===== config.mk =====
export PLATFORM = sky130hd
export DESIGN_NAME = irq_dual_bank_ctrl
export DESIGN_NICKNAME = d
export VERILOG_FILES = /design/src/rtl/irq_dual_pkg.sv /design/src/rtl/irq_bank.sv /design/src/rtl/irq_regif.sv /design/src/rtl/irq_dual_bank_ctrl.sv
export SDC_FILE = /design/constraint.sdc
export NUM_CORES = 1
export LEC_CHECK = 0
export ABC_AREA = 1
export BUFFER_PORTS_ARGS = -buffer_cell sky130_fd_sc_hd__clkbuf_2
export CAP_MARGIN = 20
export CORE_ASPECT_RATIO = 1.2
export CORE_MARGIN = 4
export CORE_UTILIZATION = 35
export CTS_BUF_LIST = sky130_fd_sc_hd__clkbuf_8 sky130_fd_sc_hd__clkbuf_16
export CTS_CLUSTER_DIAMETER = 120
export DETAILED_ROUTE_END_ITERATION = 6
export GPL_ROUTABILITY_DRIVEN = 0
export PLACE_DENSITY_LB_ADDON = 0.2
export SLEW_MARGIN = 20
export SYNTH_ARGS = -nofsm -noshare
export SYNTH_HDL_FRONTEND = slang
export SYNTH_SLANG_ARGS = --single-unit
export TNS_END_PERCENT = 5

===== constraint.sdc =====
create_clock -name clk -period 1.9 [get_ports clk]
set_clock_uncertainty 0.2 [all_clocks]
set_input_delay 0.285 -clock clk [delete_from_list [all_inputs] [get_ports clk]]
set_output_delay 0.285 -clock clk [all_outputs]
set_load 0.01 [all_outputs]

===== src/rtl/irq_dual_pkg.sv =====
// Shared constants and helpers for the dual-bank interrupt controller.
// Assumes bus data width equals bank width and is a whole number of bytes.
package irq_dual_pkg;
    localparam int BANK_W    = 32;
    localparam int NUM_BANKS = 2;
    localparam int ADDR_W    = 12;

    // Word offsets inside one bank window (address[3:0]).
    localparam logic [3:0] OFS_EVT = 4'h0;
    localparam logic [3:0] OFS_MSK = 4'h4;
    localparam logic [3:0] OFS_ACK = 4'h8;
    localparam logic [3:0] OFS_LVL = 4'hC;

    // Address of the first bank window; each window spans 16 bytes.
    localparam logic [ADDR_W-1:0] BANK_BASE = 12'h010;

    // Reverses byte order of a BANK_W-bit word.
    function automatic logic [BANK_W-1:0] swap_bytes(input logic [BANK_W-1:0] v);
        logic [BANK_W-1:0] r;
        for (int i = 0; i < BANK_W / 8; i++) begin
            r[i*8 +: 8] = v[BANK_W-8-i*8 +: 8];
        end
        return r;
    endfunction
endpackage


===== src/rtl/irq_bank.sv =====
// One interrupt bank: samples its lines, latches rising edges of
// edge-sensitive lines, holds the enable mask, and reports pending state.
// Assumes lines are already synchronous to clk; LVL_TRIG is fixed at build.
module irq_bank #(
    parameter int            W        = 32,
    parameter logic [W-1:0]  LVL_TRIG = '0
) (
    input  logic         clk,
    input  logic         rst_n,
    input  logic [W-1:0] line_in,
    input  logic         mask_we,
    input  logic         ack_we,
    input  logic [W-1:0] wr_val,
    output logic [W-1:0] events_q,
    output logic [W-1:0] mask_q,
    output logic [W-1:0] levels_q,
    output logic         pending
);
    logic [W-1:0] rise;
    logic [W-1:0] ack_bits;
    logic [W-1:0] events_nxt;

    // Edge detect, acknowledge filter and set-wins event update.
    always_comb begin
        rise       = line_in & ~levels_q & ~LVL_TRIG;
        ack_bits   = ack_we ? (wr_val & ~LVL_TRIG) : '0;
        events_nxt = (events_q & ~ack_bits) | rise;
        pending    = |((events_q | (levels_q & LVL_TRIG)) & mask_q);
    end

    // State registers: level sample, event latch, mask.
    always_ff @(posedge clk) begin
        if (!rst_n) begin
            levels_q <= '0;
            events_q <= '0;
            mask_q   <= '0;
        end else begin
            levels_q <= line_in;
            events_q <= events_nxt;
            if (mask_we) begin
                mask_q <= wr_val;
            end
        end
    end

    // level-sensitive lines never hold an event bit.
    assert_lt_no_event_R3: assert property (@(posedge clk) disable iff (!rst_n)
        ((events_q & LVL_TRIG) == '0));

    // a rising edge on an edge line is latched at the next edge.
    assert_rise_latch_R2: assert property (@(posedge clk) disable iff (!rst_n)
        (|(line_in & ~levels_q & ~LVL_TRIG)) |=>
        ((events_q & $past(line_in & ~levels_q & ~LVL_TRIG)) ==
         $past(line_in & ~levels_q & ~LVL_TRIG)));

    // without an acknowledge no event bit is lost.
    assert_event_hold_R2: assert property (@(posedge clk) disable iff (!rst_n)
        !ack_we |=> ((events_q & $past(events_q)) == $past(events_q)));

    // an acknowledge leaves bits written as zero untouched.
    assert_ack_scope_R6: assert property (@(posedge clk) disable iff (!rst_n)
        ack_we |=> ((events_q & $past(events_q & ~wr_val)) == $past(events_q & ~wr_val)));
endmodule


===== src/rtl/irq_regif.sv =====
// Register port decode: maps the address to a bank and word, byte-reverses
// data in both directions, and registers read data for one-cycle latency.
// Assumes single-cycle accesses; unmatched addresses read zero.
module irq_regif
    import irq_dual_pkg::*;
#(
    parameter int W  = 32,
    parameter int NB = 2,
    parameter int AW = 12
) (
    input  logic                 clk,
    input  logic                 rst_n,
    input  logic                 wr_en,
    input  logic                 rd_en,
    input  logic [AW-1:0]        addr,
    input  logic [W-1:0]         wdata,
    input  logic [NB-1:0][W-1:0] evt_all,
    input  logic [NB-1:0][W-1:0] msk_all,
    input  logic [NB-1:0][W-1:0] lvl_all,
    output logic [NB-1:0]        msk_we,
    output logic [NB-1:0]        ack_we,
    output logic [W-1:0]         wr_val,
    output logic [W-1:0]         rdata
);
    localparam int IDX_W = AW - 4;

    logic [AW-1:0]    rel;
    logic [IDX_W-1:0] idx;
    logic [3:0]       ofs;
    logic [NB-1:0]    hit;
    logic [W-1:0]     rd_word;

    // Bank index from address offset relative to the first window.
    always_comb begin
        rel    = addr - AW'(BANK_BASE);
        idx    = rel[AW-1:4];
        ofs    = addr[3:0];
        wr_val = swap_bytes(wdata);
    end

    // Per-bank hit and write strobes.
    for (genvar b = 0; b < NB; b++) begin : g_dec
        assign hit[b]    = (idx == IDX_W'(b));
        assign msk_we[b] = wr_en & hit[b] & (ofs == OFS_MSK);
        assign ack_we[b] = wr_en & hit[b] & (ofs == OFS_ACK);
    end

    // Read word select for the hit bank and offset.
    always_comb begin
        rd_word = '0;
        for (int b = 0; b < NB; b++) begin
            if (hit[b]) begin
                case (ofs)
                    OFS_EVT: rd_word = evt_all[b];
                    OFS_MSK: rd_word = msk_all[b];
                    OFS_LVL: rd_word = lvl_all[b];
                    default: rd_word = '0;
                endcase
            end
        end
    end

    // Read data register, updated only on an accepted read.
    always_ff @(posedge clk) begin
        if (!rst_n) begin
            rdata <= '0;
        end else if (rd_en) begin
            rdata <= swap_bytes(rd_word);
        end
    end

    // a read outside every bank window returns zero.
    assert_oob_read_zero_R7: assert property (@(posedge clk) disable iff (!rst_n)
        (rd_en && (hit == '0)) |=> (rdata == '0));

    // at most one word of one bank is written per access.
    assert_single_strobe_R7: assert property (@(posedge clk) disable iff (!rst_n)
        $onehot0({msk_we, ack_we}));

    // read data holds while no read is accepted.
    assert_rdata_hold_R10: assert property (@(posedge clk) disable iff (!rst_n)
        !rd_en |=> $stable(rdata));
endmodule


===== src/rtl/irq_dual_bank_ctrl.sv =====
// Top of the dual-bank interrupt controller: routes input lines to banks
// (low half of the inputs to the upper bank), joins the register port and
// registers the combined request. Assumes synchronous inputs, one processor.
module irq_dual_bank_ctrl
    import irq_dual_pkg::*;
#(
    parameter int BANK_W_P    = BANK_W,
    parameter int NUM_BANKS_P = NUM_BANKS,
    parameter int ADDR_W_P    = ADDR_W,
    parameter logic [NUM_BANKS_P-1:0][BANK_W_P-1:0] LVL_TRIG = {32'h1FF0_0000, 32'h0000_0000}
) (
    input  logic                                clk,
    input  logic                                rst_n,
    input  logic [NUM_BANKS_P*BANK_W_P-1:0]     irq_lines,
    input  logic                                wr_en,
    input  logic                                rd_en,
    input  logic [ADDR_W_P-1:0]                 addr,
    input  logic [BANK_W_P-1:0]                 wdata,
    output logic [BANK_W_P-1:0]                 rdata,
    output logic                                irq_o
);
    localparam int WIN_END = 16 * (NUM_BANKS_P + 1);

    logic [NUM_BANKS_P-1:0][BANK_W_P-1:0] evt_all;
    logic [NUM_BANKS_P-1:0][BANK_W_P-1:0] msk_all;
    logic [NUM_BANKS_P-1:0][BANK_W_P-1:0] lvl_all;
    logic [NUM_BANKS_P-1:0]               pend_vec;
    logic [NUM_BANKS_P-1:0]               msk_we;
    logic [NUM_BANKS_P-1:0]               ack_we;
    logic [BANK_W_P-1:0]                  wr_val;

    irq_regif #(
        .W  (BANK_W_P),
        .NB (NUM_BANKS_P),
        .AW (ADDR_W_P)
    ) u_regif (
        .clk     (clk),
        .rst_n   (rst_n),
        .wr_en   (wr_en),
        .rd_en   (rd_en),
        .addr    (addr),
        .wdata   (wdata),
        .evt_all (evt_all),
        .msk_all (msk_all),
        .lvl_all (lvl_all),
        .msk_we  (msk_we),
        .ack_we  (ack_we),
        .wr_val  (wr_val),
        .rdata   (rdata)
    );

    // Bank b takes input group (NUM_BANKS_P-1-b): reversed line mapping.
    for (genvar b = 0; b < NUM_BANKS_P; b++) begin : g_bank
        irq_bank #(
            .W        (BANK_W_P),
            .LVL_TRIG (LVL_TRIG[b])
        ) u_bank (
            .clk      (clk),
            .rst_n    (rst_n),
            .line_in  (irq_lines[(NUM_BANKS_P-1-b)*BANK_W_P +: BANK_W_P]),
            .mask_we  (msk_we[b]),
            .ack_we   (ack_we[b]),
            .wr_val   (wr_val),
            .events_q (evt_all[b]),
            .mask_q   (msk_all[b]),
            .levels_q (lvl_all[b]),
            .pending  (pend_vec[b])
        );
    end

    // Registered request: OR of all banks' pending state.
    always_ff @(posedge clk) begin
        if (!rst_n) begin
            irq_o <= 1'b0;
        end else begin
            irq_o <= |pend_vec;
        end
    end

    // request follows combined pending state with one clock latency.
    assert_irq_latency_R5: assert property (@(posedge clk) disable iff (!rst_n)
        1'b1 |=> (irq_o == $past(|pend_vec)));

    // a write outside every bank window leaves all masks unchanged.
    assert_oob_write_R7: assert property (@(posedge clk) disable iff (!rst_n)
        (wr_en && ((addr < ADDR_W_P'(BANK_BASE)) || (addr >= ADDR_W_P'(WIN_END))))
        |=> $stable(msk_all));
endmodule


After elaboration in Yosys (flattened, before gate mapping)
Cells that the tools add are included.

operators by class
  multiply operators = 0
  $lt $le $gt $ge = 0
  shift-type cells = 0
  multiplexer cells = 6
  $add $sub $neg = 1
  reduce and logical (&&, ||, !) cells = 3
  equality and inequality tests = 4
  divide/modulo/power cells = 0
  bitwise gates (word level) = 19

operator list
  cell                                                 number
  AND 32 bit                                           6
  one-hot mux 32 bit (3 select lines)                  2
  2-to-1 mux 32 bit                                    4
  NOT 32 bit                                           4
  OR 32 bit                                            2
  OR reduction 64 bit                                  1
  OR 32 x 29 -> 32 bit                                 1
  subtractor 12 x 5 -> 12 bit (second input constant)  1
  == test 4 bit (second input constant)                2
  == test 8 x 1 -> 1 bit (second input constant)       1
  zero test 8 bit                                      1
  AND 1 bit                                            6
  == test 4 x 3 -> 1 bit (second input constant)       1
  zero test 4 bit                                      1

storage, ports and cells
  memories = 0
  bits in latches = 0
  output and inout bits = 33
  bits in read-only memories = 0
  bits in registers = 225
  bits in writable memories = 0

Depth between registers and ports, before layout
Gate-level depths: netlist (run 1).

  depth in word-level cells = 8
  gate-level depth with buffers = 10

Cells and area by module
From an unflattened synthesis (run 1), not the netlist that was laid out.

unflattened totals
  cell total of the unflattened synthesis = 1434
  area, all modules = 10017.1 µm²

modules (own cells, without submodules)
  module                        times used  sequential area each (µm²)  cells each  area each (µm²)
  irq_regif                     1           640.6                       605         3503.4
  irq_bank at g_bank[0].u_bank  1           1921.8                      436         3384.5
  irq_bank at g_bank[1].u_bank  1           1741.7                      389         3098.0
  irq_dual_bank_ctrl            1           20.0                        4           31.3

Worst setup path after synthesis (run 1)
Ideal clock, no wire load.

  path type = input to register
  start point = input port addr[1]
  end point = register g_bank[0].u_bank.mask_q[27]
  arrival time = 1.230 ns
  setup slack = 0.338 ns
  setup time = 0.132 ns
  stages on the path = 7
  cells stage by stage = nor2_1 inv_1 nor3_2 nand3_1 clkbuf_1 nand2_1 a21oi_1

on the way
  cells in the longest elaborated chain, start to end = 4
  elaborated cells between the ends (all ways) = 5
  those cells by class = add/sub: 1; eq/ne: 1; bitwise: 2; reduce/logical: 1

ends and longest elaborated chain
  item                         RTL line                  source
  start: declaration           irq_dual_bank_ctrl.sv:17  input logic [ADDR_W_P-1:0] addr,
  subtractor 12 x 5 -> 12 bit  irq_regif.sv:35           rel = addr - AW'(BANK_BASE);
  zero test 8 bit              irq_regif.sv:43           assign hit[b] = (idx == IDX_W'(b));
  AND 1 bit                    irq_regif.sv:44           assign msk_we[b] = wr_en & hit[b] & (ofs == OFS_MSK);
  AND 1 bit *                  irq_regif.sv:44
  end signal: assignment       irq_bank.sv:41            mask_q <= wr_val;
  end: declaration             irq_bank.sv:15            output logic [W-1:0] mask_q,

Every way passes the cells marked *; elsewhere a longest branch is shown, timed or not.
A chain may end at the register's enable or synchronous reset.

Final worst setup path (run 1)
  start point = input port rst_n
  end point = register g_bank[0].u_bank.levels_q[28]

RTL lines
  item                    RTL line                  source
  start: declaration      irq_dual_bank_ctrl.sv:13  input logic rst_n,
  end signal: assignment  irq_bank.sv:38            levels_q <= line_in;
  end: declaration        irq_bank.sv:16            output logic [W-1:0] levels_q,

No word-level cell between the ends.

==> qor.txt, run 1 <==
Die area - 32600 um^2
Hold_buf cts - 99
Worst path top cell family by delay - buffers and inverters
H-tree levels - 1
Share of cells above drive strength 1 - 0.184
CP required - 2.17 ns
Crit-path max FO - 14
Core Footprint - 29100 um^2
Tot GR Track Use - 0.220
Post-cts resize count - 0
Worst-Margin Slew - 0.400 ns
Most used cell, CP - dlygate4sd3_1
Adder-Cell Fraction of Synth Area - 0
Number of synthesized flops with an enable pin - 0
# diodes - 0
Ys flop type - dfxtp_1
Initial core utilization - 0.358
Largest area contributor in the netlist - dfxtp_1
Final hold violations - 0
Commonest cells in the netlist - 363 x nand3_1, 362 x nand2_1, 216 x dfxtp_1
Post-synth net total - 1562
R2R setup slack - 0.32 ns
Slew Viols, Final - 0
Mapped Avg Cell Area - 7.19 um^2
Largest family of logic cells by synthesized area - simple AND/OR/NAND/NOR gates
Total grt overflow - 0
Remaining antenna violation count - 0
Initial antenna violation count - 0
Max-Slew Margin vs Limit - 0.732
Drt via density - 5.32
Hold crit path type - in -> reg
Critical path type - in -> reg
Clock-pin slew of the registers on the worst-case setup and hold paths - 0.06 ns
Num rows - 68
Final HPWL from detailed placement - 24.8 mm
Total Wirelength - 36.6 mm
CTS tree - built
Slowest cell on the critical path - dlygate4sd3_1
Die H - 197 um
CP arrival - 1.95 ns
Synth Instances - 1450
Post-CTS setup buffers - 0
RSZ-0062 raised after global routing - false
Synth Area in Compound Gates - 0.0466
MaxCap Viol Count - 0
Number of global-route vias before repair - 10600
Drt pass-1 iters - 5
Final min period - 1.68 ns
Flop and latch count out of synthesis - 216
DIE WIDTH - 166 um
Fmax - 594 MHz
Sequential share of the synthesized area - 0.415
TNS Setup - 0 ns
DRC Markers - 0
Total number of vias - 10900
Synth area leaders - dfxtp_1 41%, nand3_1 17%, nand2_1 13%
Area Growth Syn to Fin - 28.8%
Slowest stage delay, CP - 0.60 ns
Simple-Gate Fraction of Synth Area - 0.433
Mux contribution to synthesized area - 0
Initial DRC Count - 897
Worst-path cell chain - dlygate4sd3_1 -> buf_4 -> nand2_1 -> dlygate4sd3_1 -> inv_1
Unique masters post-synth - 24
Io pins - 145
Status - complete, no violations
Crit path capture type - flip-flop
Clock Latency Late Sink - 0.52 ns
CTS buffer count - 26
Async S/R FF share, synth - 0
Synth warn - 0
WL per Instance - 17.8 um
Power per Cell Area - 791 nW/um^2
Top cell type's share of synthesized area - 0.415
XOR/XNOR Fraction of Synth Area - 0
Critical path launch point type - input port
Port Buf Inserts - 144
Syn Std Cell Area - 10400 um^2
Largest net degree at the start of global routing - 61
Final nets - 1765
Top-count cell post-synth - nand3_1
Clk buf depth - 3
Final worst path period share - 0.886
WHS - 0.0211 ns
LEAKAGE - 5.96 nW
Root buf cell - clkbuf_16
Overall Power - 10.6 mW
Global-route wire length before repair - 57.2 mm
Clock Sinks - 216
Final Setup Violations - 0
Crit path buf inv count - 4
Peak supply drop - 0.000594 V
Core Util, Final - 0.461
Setup Slack @ Placement - -0.0942 ns
Final WS setup - 0.217 ns
cell families (layout without fill, tap and decap cells):
kind of cell / after synthesis / after routing
simple gates: 940 / 940
flops: 216 / 216
buf+inv: 197 / 419
compound gates: 97 / 97
cells in the final DEF, fill, tap and decap left out, drive strengths merged:
master / synthesis / final
inv: 73 / 83
nand2: 364 / 364
nor3: 2 / 2
nand3b: 1 / 1
dfxtp: 216 / 216
clkbuf: 34 / 174
a21oi: 97 / 97
dlygate4sd3: 0 / 99
or2: 57 / 57
clkinv: 1 / 5
clkinvlp: 0 / 1
nand3: 363 / 363
buf: 89 / 57
nand4: 132 / 132
nor2: 20 / 20
and2: 1 / 1
power breakdown:
part	internal (mW)	switching (mW)
Sequential	4.72	0.122
Clock	2.74	1.93
Combinational	0.475	0.633
worst register-to-register path, cell delays in order (launching register included):
cell and delay, ns:
dfxtp_1 0.32, nand2_1 0.08, nand4_1 0.11, or2_2 0.30, nor2_1 0.19, nand3_1 0.10, nor2_1 0.10, nor2_1 0.06
metrics by stage:
stage	std cells	cell area [um^2]
final	2057	13400
after global routing	2057	13400
after CTS	2057	13400
after detailed placement	1911	11600
after global placement	1911	11600
after floorplan	1450	10400
final cells by class:
cell class                      count  area [um^2]
Fill cell                        3031        15700
Multi-Input combinational cell   1037         5030
Sequential cell                   216         4320
Timing Repair Buffer              298         2500
Clock buffer                       32          744
Tap cell                          385          482
Inverter                           74          279
Clock inverter                     15         65.1
metal layers:
metal	GRT usage	wire length (um)	share of wire
met5	0	0	0
met3	0.0228	2100	0.057
met1	0.279	14700	0.40
met4	0.0804	1410	0.039
met2	0.387	18400	0.50
worst paths after layout:
check | end | cells after the start | startpoint
setup / recovery | g_bank[0].u_bank.levels_q[28] | 5 | rst_n
hold / removal | g_bank[1].u_bank.mask_q[25] | 3 | wr_en
setup reg to reg | irq_o | 7 | g_bank[0].u_bank.events_q[23]
hold reg to reg | u_regif.rdata[29] | 2 | u_regif.rdata[29]
flip-flops by register name (all words and copies together), names as in the netlist:
signal	cells
irq_o	1
g_bank.u_bank.mask_q	64
u_regif.rdata	32
g_bank.u_bank.events_q	55
g_bank.u_bank.levels_q	64
(Power assumes the default switching activity.)
==> run 2, diff against run 1 <==
- CORE_MARGIN: 4 -> default
- REMOVE_ABC_BUFFERS: default -> 1
==> qor.txt, run 2 (synthesis gave the netlist of run 1 again) <==
Clock-pin slew of the registers on the worst-case setup and hold paths - 0.06 ns
Worst path depth - 7
H-tree levels - 1
Final HPWL from detailed placement - 22.3 mm
Power per Cell Area - 779 nW/um^2
Num rows - 68
CP arrival - 1.74 ns
Initial antenna violation count - 0
Crit path capture type - flip-flop
Most common cell after layout, fill and taps aside - nand3_1
Global-route wire length before repair - 54.6 mm
Multi-input logic area - 5030 um^2
Remaining antenna violation count - 0
Root buf cell - clkbuf_16
Port Buf Inserts - 144
RSZ-0062 raised after global routing - false
Slew Viols, Final - 0
WHS - 0.0573 ns
FF/Latch Area - 4320 um^2
Worst path top cell family by delay - simple AND/OR/NAND/NOR gates
# diodes - 0
Clock Sinks - 216
Core Footprint - 29000 um^2
Hold crit path type - in -> reg
Slowest stage delay, CP - 0.33 ns
Sink of the worst hold path - g_bank[0].u_bank.mask_q[8]
Critical path type - reg -> reg
Critical path launch point type - flip-flop
Clock Latency Late Sink - 0.52 ns
Worst-path cell chain - nand2_1 -> nand4_1 -> or2_2 -> nor2_1 -> nand2_1 -> nor2_1 -> nor2_1
Worst-Margin Slew - 0.315 ns
DRC Markers - 0
Total Wirelength - 34.1 mm
Largest net degree at the start of global routing - 64
Number of global-route vias before repair - 10100
Initial core utilization - 0.359
Share of cells above drive strength 1 - 0.180
Placed Cells - 1906
Area Growth Syn to Fin - 27.0%
Fmax - 645 MHz
Most frequent cells in the layout - 363 x nand3_1, 362 x nand2_1, 216 x dfxtp_1, 142 x clkbuf_2, 132 x nand4_1
DIE WIDTH - 160 um
Hold Startpoint - rst_n
Crit-path max FO - 3
Die H - 191 um
CP required - 2.09 ns
Io pins - 145
CTS buffer count - 25
Most used cell, CP - nor2_1
Post-place instance area - 11500 um^2
Hold depth - 3
Final min period - 1.55 ns
FF-to-FF path depth - 7
Tot GR Track Use - 0.223
Layout fillers - 2998
Reg2Reg Capture Point - irq_o
Worst reg2reg path startpoint - g_bank[1].u_bank.events_q[7]
Final Setup Violations - 0
CTS tree - built
Final worst path period share - 0.816
Max-Slew Margin vs Limit - 0.789
Drt via density - 5.21
Crit path buf inv count - 0
LEAKAGE - 5.87 nW
Final instance area - 13200 um^2
Status - complete, no violations
Final nets - 1757
Total number of vias - 10700
Clk buf depth - 3
Post-cts resize count - 0
Slowest cell on the critical path - dfxtp_1
WL per Instance - 16.7 um
Peak supply drop - 0.000599 V
Drt pass-1 iters - 5
R2R setup slack - 0.35 ns
Post-route insts no fill - 2045
Final hold violations - 0
Total grt overflow - 0
MaxCap Viol Count - 0
Initial DRC Count - 812
Die area - 30500 um^2
Largest regs - g_bank.u_bank.levels_q: 64 flops, g_bank.u_bank.mask_q: 64 flops, g_bank.u_bank.events_q: 55 flops
[run 2: changes by cell type in the layout (fill, tap and decap cells not counted), sizes merged]
| cell | before | now |
|---|---|---|
| clkinvlp | 1 | 0 |
| clkbuf | 174 | 171 |
| buf | 57 | 52 |
| dlygate4sd3 | 99 | 97 |
| inv | 83 | 82 |
[run 2: repair_timing]
item                                   in CTS  in global routing
hold buffers                               97                  0
endpoints found under the hold margin     183                  0
buffers inserted                            0                  0
[run 2: worst max-delay path by stage]
stage                     slack, ns                          from                           to
after global placement         -0.1                       addr[9]  g_bank[0].u_bank.mask_q[20]
after CTS                      0.33   g_bank[0].u_bank.mask_q[17]                        irq_o
after detailed placement       -0.1                       addr[9]  g_bank[0].u_bank.mask_q[23]
final                          0.35  g_bank[1].u_bank.events_q[7]                        irq_o
after global routing           0.26  g_bank[1].u_bank.events_q[5]                        irq_o
after floorplan               -8.56                       addr[0]   g_bank[0].u_bank.mask_q[0]
[run 2: worst reg2reg max path, cell delays in order, from the launching register on]
cell     delay [ns]
dfxtp_1        0.33
nand2_1        0.10
nand4_1        0.14
or2_2          0.33
nor2_1         0.10
nand2_1        0.06
nor2_1         0.10
nor2_1         0.07
[run 2: layer usage]
metal	share of wire	global-route usage
met1	0.44	0.287
met3	0.054	0.0250
met5	0	0
met4	0.027	0.0806
met2	0.48	0.385
[run 2: report_power, final]
part           internal, mW  total (mW)  switching (mW)
clock network          2.52        4.39            1.87
registers              4.72        4.85           0.128
logic                 0.450        1.07           0.616
[run 2: metrics by stage]
stage / utilization / setup WS, ns / total power, mW / TNS, ns
after floorplan: - / -8.56 / 5.27 / -1052.27
after detailed placement: 0.397 / -0.0994 / 5.85 / -4.68
after global routing: 0.456 / 0.258 / 10.7 / 0
after CTS: 0.456 / 0.333 / 10.4 / 0
after global placement: 0.397 / -0.0952 / 5.84 / -4.39
final: 0.456 / 0.350 / 10.3 / 0
[run 2: area by class of cell]
| cell class | instances | share of cell area |
|---|---|---|
| Timing Repair Buffer | 291 | 0.180 |
| Tap cell | 385 | 0.0364 |
| Sequential cell | 216 | 0.327 |
| Clock buffer | 29 | 0.0514 |
| Inverter | 74 | 0.0212 |
| Clock inverter | 13 | 0.00435 |
| Multi-Input combinational cell | 1037 | 0.380 |
==> run 3, diff against run 2 <==
- clock period: 1.9 -> 1.6 ns (I/O delays scaled with it)
==> qor.txt, run 3 (synthesis gave the netlist of run 1 again) <==
Total number of vias - 10700
Most frequent cells in the layout - 363 x nand3_1, 362 x nand2_1, 216 x dfxtp_1, 142 x clkbuf_2, 132 x nand4_1
Share of cells above drive strength 1 - 0.194
Remaining antenna violation count - 0
Worst path top cell family by delay - simple AND/OR/NAND/NOR gates
Crit path buf inv count - 0
CP required - 1.78 ns
Setup Slack @ Placement - -0.365 ns
Clock Sinks - 216
Post-route insts no fill - 2069
Root buf cell - clkbuf_16
Final Setup Violations - 0
Initial antenna violation count - 0
Io pins - 145
FF-to-FF path depth - 7
Drt pass-1 iters - 5
MaxCap Viol Count - 0
Critical path launch point type - flip-flop
Clk buf depth - 3
Global-route wire length before repair - 55.7 mm
Clock Latency Late Sink - 0.52 ns
CTS buffer count - 25
Final HPWL from detailed placement - 22.8 mm
RSZ-0062 raised after global routing - false
Drt via density - 5.19
WL per Instance - 16.6 um
Final WS setup - 0.111 ns
Tot GR Track Use - 0.227
Slowest stage delay, CP - 0.32 ns
Most common cell after layout, fill and taps aside - nand3_1
Crit-path max FO - 3
Crit path capture type - flip-flop
Num rows - 68
CP Capture Point - irq_o
DIE WIDTH - 160 um
Total Wirelength - 34.4 mm
Setup crit start - g_bank[1].u_bank.events_q[7]
Number of global-route vias before repair - 10400
Most used cell, CP - nor2_1
Layout fillers - 3015
Final nets - 1781
Hold depth - 4
WHS - 0.0498 ns
Max-Slew Margin vs Limit - 0.800
Largest regs - g_bank.u_bank.levels_q: 64 flops, g_bank.u_bank.mask_q: 64 flops, g_bank.u_bank.events_q: 55 flops
H-tree levels - 1
Initial DRC Count - 661
Placed Cells - 1929
Area Growth Syn to Fin - 29.4%
Die H - 191 um
Largest net degree at the start of global routing - 55
Worst-Margin Slew - 0.297 ns
Worst path depth - 7
Final worst path period share - 0.931
Status - complete, no violations
Critical path type - reg -> reg
Final hold violations - 0
Port Buf Inserts - 144
Slowest cell on the critical path - dfxtp_1
Total grt overflow - 0
Worst-path cell chain - nand2_1 -> nand4_1 -> or2_4 -> nor2_1 -> nand2_1 -> nor2_1 -> nor2_1
Worst reg2reg path startpoint - g_bank[1].u_bank.events_q[7]
Core Footprint - 29000 um^2
CP arrival - 1.67 ns
CTS tree - built
Peak supply drop - 0.000676 V
Slew Viols, Final - 0
Fmax - 672 MHz
Initial core utilization - 0.359
Final min period - 1.49 ns
Die area - 30500 um^2
Clock-pin slew of the registers on the worst-case setup and hold paths - 0.06 ns
Hold crit path type - in -> reg
Power per Cell Area - 928 nW/um^2
DRC Markers - 0
Post-CTS setup buffers - 0
Reg2Reg Capture Point - irq_o
LEAKAGE - 5.97 nW
# diodes - 0
R2R setup slack - 0.11 ns
-- run 3: layout make-up --
type | count | area, um^2 | area share
clock buffer | 28 | 667 | 0.0494
tap | 385 | 482 | 0.0357
timing repair buffer | 315 | 2590 | 0.192
inverter | 74 | 280 | 0.0208
multi-input combinational | 1037 | 5030 | 0.373
clock inverter | 14 | 113 | 0.00835
sequential | 216 | 4320 | 0.321
-- run 3: worst min-delay path: cells and delay by family --
| kind | cells | cell delay (ns) |
|---|---|---|
| buffers and inverters | 2 | 0.35 |
| AND/OR/NAND/NOR | 1 | 0.08 |
| AO/OA/AOI/OAI | 1 | 0.05 |
-- run 3: worst min-delay path by stage --
stage | start | endpoint
after floorplan | rst_n | g_bank[1].u_bank.levels_q[20]
after global placement | irq_lines[28] | g_bank[1].u_bank.levels_q[28]
after detailed placement | irq_lines[27] | g_bank[1].u_bank.levels_q[27]
after CTS | rd_en | u_regif.rdata[14]
after global routing | rd_en | u_regif.rdata[18]
final | rd_en | u_regif.rdata[4]
-- run 3: layer usage --
metal  wire length (um)  GRT usage  vias up
li1                   -          -     5373
met1              15100      0.287     4971
met2              16600      0.398      329
met3               1880     0.0273       55
met4                930     0.0799        0
met5                  0          0        -
-- run 3: where the power goes --
part	switching, mW	total, mW	internal [mW]	leakage, nW
clock	2.31	5.45	3.14	0.378
sequential	0.148	5.75	5.60	1.78
combinational	0.742	1.31	0.572	3.82
total	3.20	12.5	9.32	5.97
-- run 3: repair_timing --
action | 4_1_cts | 5_1_grt
endpoints found under the setup margin | 0 | 1
hold endpoints to repair | 183 | 0
hold buffers | 98 | 0
resized for setup | 0 | 2
-- run 3: per-stage QoR --
stage          utilization  total power, mW  cell area, um^2  TNS [ns]
2_1_floorplan            -             6.26             9600  -1090.77
3_3_place_gp         0.404             6.98            11700    -40.35
3_5_place_dp         0.404             6.99            11700    -41.12
4_1_cts              0.465             12.7            13500         0
5_1_grt              0.465             13.0            13500         0
6_report             0.465             12.5            13500         0
